[config.mk]
export PLATFORM = sky130hd
export DESIGN_NAME = sir_stat_irq
export DESIGN_NICKNAME = d
export VERILOG_FILES = /design/src/rtl/sir_regs_pkg.sv /design/src/rtl/sir_tx_flags.sv /design/src/rtl/sir_rx_flags.sv /design/src/rtl/sir_irq_ctrl.sv /design/src/rtl/sir_stat_irq.sv
export SDC_FILE = /design/constraint.sdc
export NUM_CORES = 1
export LEC_CHECK = 0
export ABC_AREA = 1
export BUFFER_PORTS_ARGS = -buffer_cell sky130_fd_sc_hd__buf_2
export CORE_MARGIN = 1.5
export CORE_UTILIZATION = 47
export CTS_BUF_LIST = sky130_fd_sc_hd__clkbuf_8 sky130_fd_sc_hd__clkbuf_16
export DETAILED_ROUTE_END_ITERATION = 10
export PLACE_DENSITY = 0.81
export SKIP_CTS_REPAIR_TIMING = 1
export SYNTH_ARGS = -nofsm -noshare
export SYNTH_HDL_FRONTEND = slang
export SYNTH_SLANG_ARGS = --single-unit
[constraint.sdc]
create_clock -name clk -period 1.3 [get_ports clk]
set_input_delay 0.195 -clock clk [delete_from_list [all_inputs] [get_ports clk]]
set_output_delay 0.195 -clock clk [all_outputs]
set_load 0.02 [all_outputs]
[src/rtl/sir_regs_pkg.sv]
// Package: address map and bit positions shared by the serial status block.
// Assumes a flat 3-bit register address space and a 7-bit status vector.
package sir_regs_pkg;
    localparam int ADDR_W = 3;
    localparam int STAT_W = 7;
    localparam int ERR_N  = 4;

    localparam logic [ADDR_W-1:0] ADR_CTRL = 3'd0;
    localparam logic [ADDR_W-1:0] ADR_STAT = 3'd1;
    localparam logic [ADDR_W-1:0] ADR_MASK = 3'd2;
    localparam logic [ADDR_W-1:0] ADR_TXD  = 3'd3;
    localparam logic [ADDR_W-1:0] ADR_RXD  = 3'd4;
    localparam logic [ADDR_W-1:0] ADR_ERRC = 3'd5;

    // status / mask bit positions
    localparam int B_TXE = 0;
    localparam int B_TSE = 1;
    localparam int B_RXF = 2;
    localparam int B_PAR = 3;
    localparam int B_FRM = 4;
    localparam int B_OVR = 5;
    localparam int B_SUM = 6;

    // control bit positions
    localparam int C_TXEN  = 0;
    localparam int C_RXEN  = 1;
    localparam int C_TXCLR = 2;

    // mask bits that software may set
    localparam logic [STAT_W-1:0] MASK_WRITABLE = 7'b100_0111;
endpackage

[src/rtl/sir_tx_flags.sv]
// Module: transmit buffer and shift-register flags.
// Holds the byte written by software and the two transmit-empty flags.
// Assumes single-cycle event pulses; clear beats write, write beats load.
module sir_tx_flags #(
    parameter int BYTE_W = 8
) (
    input  logic              clk,
    input  logic              rst_n,
    input  logic              wr_stb,
    input  logic [BYTE_W-1:0] wr_byte,
    input  logic              clr_stb,
    input  logic              load_stb,
    input  logic              shift_done,
    output logic              buf_empty,
    output logic              shift_empty,
    output logic [BYTE_W-1:0] tx_byte,
    output logic              tx_done
);
    // Buffer-empty flag: set by clear or by the transmitter taking the byte.
    always_ff @(posedge clk) begin
        if (!rst_n)        buf_empty <= 1'b1;
        else if (clr_stb)  buf_empty <= 1'b1;
        else if (wr_stb)   buf_empty <= 1'b0;
        else if (load_stb) buf_empty <= 1'b1;
    end

    // Shift-empty flag: cleared on load, set when the last bit has left.
    always_ff @(posedge clk) begin
        if (!rst_n)          shift_empty <= 1'b1;
        else if (load_stb)   shift_empty <= 1'b0;
        else if (shift_done) shift_empty <= 1'b1;
    end

    // Transmit byte holding register.
    always_ff @(posedge clk) begin
        if (!rst_n)                  tx_byte <= '0;
        else if (wr_stb && !clr_stb) tx_byte <= wr_byte;
    end

    // Completion needs both levels empty.
    always_comb tx_done = buf_empty & shift_empty;

    assert_wr_clears_empty_R3: assert property (@(posedge clk) disable iff (!rst_n)
        (wr_stb && !clr_stb) |=> (!buf_empty && tx_byte == $past(wr_byte)));
    assert_load_moves_byte_R3: assert property (@(posedge clk) disable iff (!rst_n)
        (load_stb && !wr_stb && !clr_stb) |=> (buf_empty && !shift_empty));
    assert_clear_sets_empty_R4: assert property (@(posedge clk) disable iff (!rst_n)
        (clr_stb && !load_stb && !shift_done) |=> (buf_empty && $stable(shift_empty)));
endmodule

[src/rtl/sir_rx_flags.sv]
// Module: receive byte store, receive-full flag, error flags and sticky error copy.
// Error vector order: index 0 parity, 1 framing, 2 overrun, 3 checksum.
// Assumes event pulses are already synchronous; a data read and an arrival
// in the same cycle store the new byte without raising overrun.
module sir_rx_flags #(
    parameter int BYTE_W = 8,
    parameter int ERR_N  = 4
) (
    input  logic              clk,
    input  logic              rst_n,
    input  logic              rx_en,
    input  logic              byte_stb,
    input  logic [BYTE_W-1:0] byte_data,
    input  logic              par_err,
    input  logic              frm_err,
    input  logic              sum_err,
    input  logic              data_rd,
    input  logic              copy_wr,
    input  logic [ERR_N-1:0]  copy_wdata,
    output logic              rx_full,
    output logic [ERR_N-1:0]  err,
    output logic [ERR_N-1:0]  err_copy,
    output logic [BYTE_W-1:0] rx_byte
);
    localparam int I_OVR = 2;

    logic             byte_in;
    logic             ovr_now;
    logic [ERR_N-1:0] err_new;
    logic [ERR_N-1:0] keep_mask;

    // Gate events by receive enable and form this cycle's new error set.
    always_comb begin
        byte_in   = rx_en & byte_stb;
        ovr_now   = byte_in & rx_full & ~data_rd;
        err_new   = {rx_en & sum_err, ovr_now, rx_en & frm_err, rx_en & par_err};
        keep_mask = copy_wr ? copy_wdata : '1;
    end

    // Receive-full flag: set on arrival, cleared by the data read.
    always_ff @(posedge clk) begin
        if (!rst_n)       rx_full <= 1'b0;
        else if (byte_in) rx_full <= 1'b1;
        else if (data_rd) rx_full <= 1'b0;
    end

    // Byte store: a byte arriving over an unread one is dropped.
    always_ff @(posedge clk) begin
        if (!rst_n)                               rx_byte <= '0;
        else if (byte_in && (!rx_full || data_rd)) rx_byte <= byte_data;
    end

    // One flag and one sticky copy per error kind.
    for (genvar g = 0; g < ERR_N; g++) begin : g_err
        // Live error flag: new events accumulate, a data read acknowledges.
        always_ff @(posedge clk) begin
            if (!rst_n)       err[g] <= 1'b0;
            else if (data_rd) err[g] <= err_new[g];
            else              err[g] <= err[g] | err_new[g];
        end

        // Sticky copy: cleared only by writing zero; a new event wins.
        always_ff @(posedge clk) begin
            if (!rst_n) err_copy[g] <= 1'b0;
            else        err_copy[g] <= (err_copy[g] & keep_mask[g]) | err_new[g];
        end
    end

    assert_overrun_keeps_byte_R7: assert property (@(posedge clk) disable iff (!rst_n)
        (rx_en && byte_stb && rx_full && !data_rd) |=> (err[I_OVR] && $stable(rx_byte)));
    assert_read_clears_R8: assert property (@(posedge clk) disable iff (!rst_n)
        (data_rd && !byte_stb && !par_err && !frm_err && !sum_err) |=> (!rx_full && err == '0));
    assert_copy_sticky_R9: assert property (@(posedge clk) disable iff (!rst_n)
        !copy_wr |=> ((err_copy & $past(err_copy)) == $past(err_copy)));
    assert_disabled_ignored_R10: assert property (@(posedge clk) disable iff (!rst_n)
        (!rx_en && !data_rd && !copy_wr) |=> ($stable(rx_full) && $stable(err) && $stable(err_copy)));
endmodule

[src/rtl/sir_irq_ctrl.sv]
// Module: interrupt mask register and combined level interrupt.
// Assumes the status vector is registered upstream; irq follows it combinationally.
module sir_irq_ctrl #(
    parameter int                STAT_W   = 7,
    parameter logic [STAT_W-1:0] WR_MASK  = '1
) (
    input  logic              clk,
    input  logic              rst_n,
    input  logic              mask_wr,
    input  logic [STAT_W-1:0] mask_wdata,
    input  logic [STAT_W-1:0] status,
    output logic [STAT_W-1:0] mask,
    output logic              irq
);
    // Mask register: only the enable positions that exist are stored.
    always_ff @(posedge clk) begin
        if (!rst_n)       mask <= '0;
        else if (mask_wr) mask <= mask_wdata & WR_MASK;
    end

    // Level interrupt: any enabled flag that is set.
    always_comb irq = |(status & mask);

    assert_mask_zero_quiet_R11: assert property (@(posedge clk) disable iff (!rst_n)
        (mask_wr && mask_wdata == '0) |=> !irq);
endmodule

[src/rtl/sir_stat_irq.sv]
// Module: top of the serial port status and interrupt register block.
// Decodes the register port, holds the control bits, assembles the status
// and error-copy views and instantiates the transmit, receive and interrupt parts.
// Assumes reg_rd and reg_wr are one-cycle strobes and read data is used in
// the same cycle as the strobe.
module sir_stat_irq
    import sir_regs_pkg::*;
#(
    parameter int REG_W  = 16,
    parameter int BYTE_W = 8
) (
    input  logic              clk,
    input  logic              rst_n,
    input  logic              reg_wr,
    input  logic              reg_rd,
    input  logic [ADDR_W-1:0] reg_addr,
    input  logic [REG_W-1:0]  reg_wdata,
    output logic [REG_W-1:0]  reg_rdata,
    input  logic              rx_byte_stb,
    input  logic [BYTE_W-1:0] rx_byte_data,
    input  logic              rx_parity_err,
    input  logic              rx_frame_err,
    input  logic              rx_sum_err,
    input  logic              tx_load_stb,
    input  logic              tx_shift_done,
    output logic [BYTE_W-1:0] tx_byte,
    output logic              tx_enable,
    output logic              rx_enable,
    output logic              tx_done,
    output logic              irq
);
    localparam int PAD_S = REG_W - STAT_W;
    localparam int PAD_B = REG_W - BYTE_W;

    logic              wr_ctrl, wr_mask, wr_txd, wr_errc, rd_rxd, clr_stb;
    logic              buf_empty, shift_empty, rx_full;
    logic [ERR_N-1:0]  err, err_copy;
    logic [BYTE_W-1:0] rx_byte;
    logic [STAT_W-1:0] status, copy_view, mask;

    // Address decode of the register strobes.
    always_comb begin
        wr_ctrl = reg_wr && (reg_addr == ADR_CTRL);
        wr_mask = reg_wr && (reg_addr == ADR_MASK);
        wr_txd  = reg_wr && (reg_addr == ADR_TXD);
        wr_errc = reg_wr && (reg_addr == ADR_ERRC);
        rd_rxd  = reg_rd && (reg_addr == ADR_RXD);
        clr_stb = wr_ctrl && reg_wdata[C_TXCLR];
    end

    // Control bits: transmit and receive enables.
    always_ff @(posedge clk) begin
        if (!rst_n) begin
            tx_enable <= 1'b0;
            rx_enable <= 1'b0;
        end else if (wr_ctrl) begin
            tx_enable <= reg_wdata[C_TXEN];
            rx_enable <= reg_wdata[C_RXEN];
        end
    end

    sir_tx_flags #(.BYTE_W(BYTE_W)) u_tx (
        .clk         (clk),
        .rst_n       (rst_n),
        .wr_stb      (wr_txd),
        .wr_byte     (reg_wdata[BYTE_W-1:0]),
        .clr_stb     (clr_stb),
        .load_stb    (tx_load_stb),
        .shift_done  (tx_shift_done),
        .buf_empty   (buf_empty),
        .shift_empty (shift_empty),
        .tx_byte     (tx_byte),
        .tx_done     (tx_done)
    );

    sir_rx_flags #(.BYTE_W(BYTE_W), .ERR_N(ERR_N)) u_rx (
        .clk        (clk),
        .rst_n      (rst_n),
        .rx_en      (rx_enable),
        .byte_stb   (rx_byte_stb),
        .byte_data  (rx_byte_data),
        .par_err    (rx_parity_err),
        .frm_err    (rx_frame_err),
        .sum_err    (rx_sum_err),
        .data_rd    (rd_rxd),
        .copy_wr    (wr_errc),
        .copy_wdata (reg_wdata[B_SUM:B_PAR]),
        .rx_full    (rx_full),
        .err        (err),
        .err_copy   (err_copy),
        .rx_byte    (rx_byte)
    );

    // Status and error-copy views in register bit positions.
    always_comb begin
        status    = {err, rx_full, shift_empty, buf_empty};
        copy_view = {err_copy, 3'b000};
    end

    sir_irq_ctrl #(.STAT_W(STAT_W), .WR_MASK(MASK_WRITABLE)) u_irq (
        .clk        (clk),
        .rst_n      (rst_n),
        .mask_wr    (wr_mask),
        .mask_wdata (reg_wdata[STAT_W-1:0]),
        .status     (status),
        .mask       (mask),
        .irq        (irq)
    );

    // Read data multiplexer.
    always_comb begin
        case (reg_addr)
            ADR_CTRL: reg_rdata = {{(REG_W-2){1'b0}}, rx_enable, tx_enable};
            ADR_STAT: reg_rdata = {{PAD_S{1'b0}}, status};
            ADR_MASK: reg_rdata = {{PAD_S{1'b0}}, mask};
            ADR_RXD:  reg_rdata = {{PAD_B{1'b0}}, rx_byte};
            ADR_ERRC: reg_rdata = {{PAD_S{1'b0}}, copy_view};
            default:  reg_rdata = '0;
        endcase
    end

    assert_irq_held_R11: assert property (@(posedge clk) disable iff (!rst_n)
        (!reg_wr && !reg_rd && !rx_byte_stb && !rx_parity_err && !rx_frame_err &&
         !rx_sum_err && !tx_load_stb && !tx_shift_done) |=> $stable(irq));
    assert_status_write_ignored_R12: assert property (@(posedge clk) disable iff (!rst_n)
        (reg_wr && reg_addr == ADR_STAT && !rx_byte_stb && !rx_parity_err && !rx_frame_err &&
         !rx_sum_err && !tx_load_stb && !tx_shift_done) |=> $stable(status));
    assert_done_needs_both_R5: assert property (@(posedge clk) disable iff (!rst_n)
        tx_load_stb |=> !tx_done);
endmodule

==> results.cfg, run 1 <==
[logic_synthesis]
synthMuxAreaShare_pct = 0
ys_warn_count = 0
syn_area_sq_mm = 0.00158
synth_top_area_share_pct = 41.8
ys_ff_latch = 33
synth_top_family_by_area = simple AND/OR/NAND/NOR gates
synth-simple-area-share_pct = 36.4
yosysUniqueCellTypes = 24
synth_area_leader_cell = dfxtp_1
synthCells = 225
synth_compound_area_share_pct = 9.75
syn_area_per_cell_sq_um = 7.02
synthAdderAreaFrac_pct = 0
seq_area_frac_synth_pct = 41.8
synth-xor-area-share_pct = 0
synthTopCellsByArea = dfxtp_1, nand2_1, nand3_1

[critical_path]
reg2regPathDepth = 5
reg2reg_to = u_rx.err_copy[2]
regToRegStartpoint = rx_enable
worstPathMaxFanout = 6
critPathArrivalTime_ns = 1.06
critical_path_class = in -> out
endpoint_kind = output port
regToRegSetupSlack_ns = 0.21
worst_setup_path_start_kind = primary input
worstPathRequired_ns = 1.11

[detailed_routing]
wire_per_inst_um = 11.1
wl_mm = 3.68
drt_iter0_markers = 82
drcViolationCount = 0
vias = 1640
drt-pass1-iter-count = 4
ant_nets = 0
drt-vias-per-instance = 4.95

[sta]
period_minus_slack_ns = 1.25
finClkSkew_ns = 0.00598
drv_slew = 0
setup_viol = 0
setup_tns_ns = 0
clock.fmax_mhz = 800
period_share_pct = 96.2
layout_setup_ws_ns = 0.0499
hold_viol_final = 0

[placement]
placed_cell_area_sq_mm = 0.00190
port_buffers = 48
dpl.hpwl_mm = 2.76
gp_congestion = 0.828
dp_slack_ns = 0.0145

[layout]
final_common_cell = nand2_1
final_cell_mix = nand2_1, buf_2, nor2_1, dfxtp_1, nand3_1
nets = 324
drive_gt1_share_pct = 28.2
diodes = 0
stdcell_area_sq_mm = 0.00200
fillers = 297
syn_to_final_growth_pct = 26.5
post-route-util_pct = 63.9

[clock_tree]
clk_pin_slew_worst_paths_ns = 0.07
cts_buffers = 5
clockBufferDepth = 2
insertion_delay_ns = 0.29
ctsHtreeMaxLevel = 2
cts_root_buf = clkbuf_8
cts.sinks = 33
cts_tree = built

[global_route]
grt_overflow = 0
grt_antenna_before_repair = 0
grt_pass1_wl_mm = 5.93
grt_max_degree = 18
grt_pass1_vias = 1428
gr-usage-all-layers_pct = 21.7

[job]
cap_violations = 0

[pwr]
p_leak_nw = 0.974
power_density_mw_per_mm2 = 1050
power.total_mw = 2.10
ir_worst_vdd_v = 0.000657

[floorplan]
die_height_um = 61.0
ios = 65
fp-row-count = 20
fp.dieW_um = 61.0
start_util_pct = 50.5
core_sq_mm = 0.00313
dieArea_sq_mm = 0.00372

[outcome]
outcome = finished clean

[hold_path]
min_path_cells = 2
hold_end = u_tx.shift_empty
min_from = tx_load_stb
min_path_type = in -> reg
[cell families after synthesis]
kind of cell / Yosys count
AOI/OAI and AO/OA: 30
buffers and inverters: 36
DFF: 33
other: 1
and+or+nand+nor: 125
[worst max-delay path, cell delays in order]
cell,delay [ns]
clkbuf_4,0.15
inv_2,0.06
nor3_4,0.27
nand2_1,0.10
nand4_1,0.11
buf_2,0.17
[metrics by stage]
| step | hold WS (ns) | std cells |
|---|---|---|
| 6_report | 0.102 | 331 |
| 5_1_grt | 0.127 | 331 |
| 4_1_cts | 0.105 | 330 |
| 3_5_place_dp | 0.408 | 323 |
| 3_3_place_gp | 0.413 | 323 |
| 2_1_floorplan | 0.306 | 232 |
[sequential cells by signal, indices dropped and copies added, names as in the netlist]
| name | count |
|---|---|
| u_rx.err | 4 |
| rx_enable | 1 |
| u_rx.err_copy | 4 |
| u_rx.rx_byte | 8 |
| u_tx.tx_byte | 8 |
| u_irq.mask | 4 |
| u_rx.rx_full | 1 |
| tx_enable | 1 |
| u_tx.buf_empty | 1 |
| u_tx.shift_empty | 1 |
[cell type report]
| cell class | instances | area (sq um) | area share (%) |
|---|---|---|---|
| tap | 44 | 55.1 | 2.76 |
| clock buffer | 6 | 82.6 | 4.13 |
| clock inverter | 1 | 3.75 | 0.188 |
| sequential | 33 | 662 | 33.1 |
| inverter | 22 | 83.8 | 4.20 |
| timing repair buffer | 62 | 353 | 17.7 |
| multi-input combinational | 163 | 758 | 37.9 |
[power by group]
group          internal [mW]  switching [mW]
registers               1.04          0.0173
clock network          0.412           0.355
logic                  0.106           0.171
[routing by layer]
metal / wire length, um / GRT usage [%] / up-vias / share of wire [%]
li1: - / - / 836 / -
met1: 1610 / 26.2 / 751 / 44
met2: 1820 / 37.2 / 47 / 50
met3: 181 / 5.12 / 6 / 4.9
met4: 65 / 8.39 / 0 / 1.8
met5: 0 / 0 / - / 0
[synth_stat cells]
cell / count
nor3_2: 1
nand3_1: 25
a21oi_1: 14
nor2_1: 32
o21ai_0: 15
nand3_2: 2
nor3_1: 3
clkinv_1: 1
clkinv_2: 1
nand4_1: 4
buf_2: 1
dfxtp_1: 33
conb_1: 1
clkbuf_1: 2
nand3_4: 1
nor2_4: 1
inv_2: 1
buf_4: 9
nor3_4: 1
buf_6: 2
nand2_1: 54
nand2_4: 1
a21oi_2: 1
inv_1: 19
[worst max path at each step]
stage	cells past startpoint	from	to	slack (ns)
2_1_floorplan	6	rx_enable	u_rx.rx_byte[7]	0.14
3_3_place_gp	7	reg_addr[0]	reg_rdata[4]	0.03
3_5_place_dp	7	reg_addr[0]	reg_rdata[4]	0.01
4_1_cts	7	reg_addr[0]	reg_rdata[4]	0.01
5_1_grt	6	reg_addr[1]	reg_rdata[6]	-0.002
6_report	6	reg_addr[1]	reg_rdata[6]	0.05
Power figures use the tool's default switching activity.
==> run 2, diff against run 1 <==
- clock period: 1.3 -> 1.4 ns (I/O delays scaled with it)
==> results.cfg, run 2 (synthesized netlist as in run 1, its figures left out) <==
[outcome]
outcome = finished clean

[placement]
port_buffers = 48
gp_congestion = 0.836
placed_cell_area_sq_mm = 0.00185
dpl.hpwl_mm = 2.58
dp_slack_ns = 0.0842

[layout]
nets = 317
reg_top3 = u_rx.rx_byte x8, u_tx.tx_byte x8
final_common_cell = nand2_1
syn_to_final_growth_pct = 23.7
final_cell_mix = nand2_1, buf_2, nor2_1, dfxtp_1, nand3_1
diodes = 0
drive_gt1_share_pct = 26.7
stdcell_area_sq_mm = 0.00195

[pwr]
ir_worst_vdd_v = 0.000680
power.total_mw = 2.02
p_leak_nw = 0.947
power_density_mw_per_mm2 = 1030

[floorplan]
die_height_um = 61.0
fp.dieW_um = 61.0
start_util_pct = 50.5
fp-row-count = 20
ios = 65
core_sq_mm = 0.00313
dieArea_sq_mm = 0.00372

[detailed_routing]
drt-pass1-iter-count = 4
wl_mm = 3.53
wire_per_inst_um = 10.9
drt-vias-per-instance = 4.75
vias = 1543
drcViolationCount = 0
drt_iter0_markers = 107
ant_nets = 0

[clock_tree]
cts_tree = built
clk_pin_slew_worst_paths_ns = 0.07
cts.sinks = 33
clockBufferDepth = 2
cts_root_buf = clkbuf_8
cts_buffers = 5
ctsHtreeMaxLevel = 2
insertion_delay_ns = 0.29

[sta]
setup_tns_ns = 0
drv_slew = 0
layout_setup_ws_ns = 0.0943
hold_viol_final = 0
period_share_pct = 93.3
hold_slack_ns = 0.123
clock.fmax_mhz = 766
rsz0062_at_grt = no
finClkSkew_ns = 0.00235
period_minus_slack_ns = 1.31
setup_viol = 0

[critical_path]
critPathArrivalTime_ns = 1.10
worstPathRequired_ns = 1.19
worst_setup_path_start_kind = primary input
endpoint_kind = output port
worstPathMaxFanout = 7
critical_path_class = in -> out

[global_route]
grt_max_degree = 25
grt_antenna_before_repair = 0
gr-usage-all-layers_pct = 21.4
grt_pass1_wl_mm = 5.72
grt_overflow = 0
grt_pass1_vias = 1385

[hold_path]
min_path_type = in -> reg

[job]
cap_violations = 0
run 2: final timing paths:
check                           cells after the start  slack (ns)               end        start
worst min-delay path                                2        0.12  u_tx.shift_empty  tx_load_stb
worst min register to register                      2        0.45       u_rx.err[2]  u_rx.err[2]
worst max register to register                      5        0.32  u_rx.err_copy[2]    rx_enable
worst max-delay path                                6        0.09      reg_rdata[6]  reg_addr[1]
run 2: per-layer routing:
layer	track usage [%]	vias to the layer above	share of wire, %
met3	7.46	5	3.6
met1	25.3	684	47
li1	-	819	-
met2	34.7	35	48
met5	0	-	0
met4	9.94	0	1.3
run 2: area by class of cell:
type | count | area, sq um
Inverter | 22 | 83.8
Fill cell | 308 | 1170
Multi-Input combinational cell | 163 | 758
Sequential cell | 33 | 662
Tap cell | 44 | 55.1
Clock buffer | 7 | 96.3
Timing Repair Buffer | 55 | 293
Clock inverter | 1 | 5.00
run 2: worst max-delay path: stages:
cell and delay [ns]:
buf_2 0.15, inv_1 0.09, nor3_4 0.27, nand2_1 0.10, nand4_1 0.10, buf_2 0.17
run 2: where the power goes:
group / switching [mW] / total [mW] / leakage (nW) / internal, mW
Sequential: 0.0170 / 0.982 / 0.268 / 0.965
Clock: 0.352 / 0.796 / 0.0542 / 0.444
Combinational: 0.153 / 0.239 / 0.625 / 0.0863
Total: 0.522 / 2.02 / 0.947 / 1.49
run 2: through the flow:
step	util, %	std cells
finish	62.4	325
floorplan	-	232
global route	62.4	325
global placement	59.2	317
CTS	62.4	325
detailed placement	59.2	317
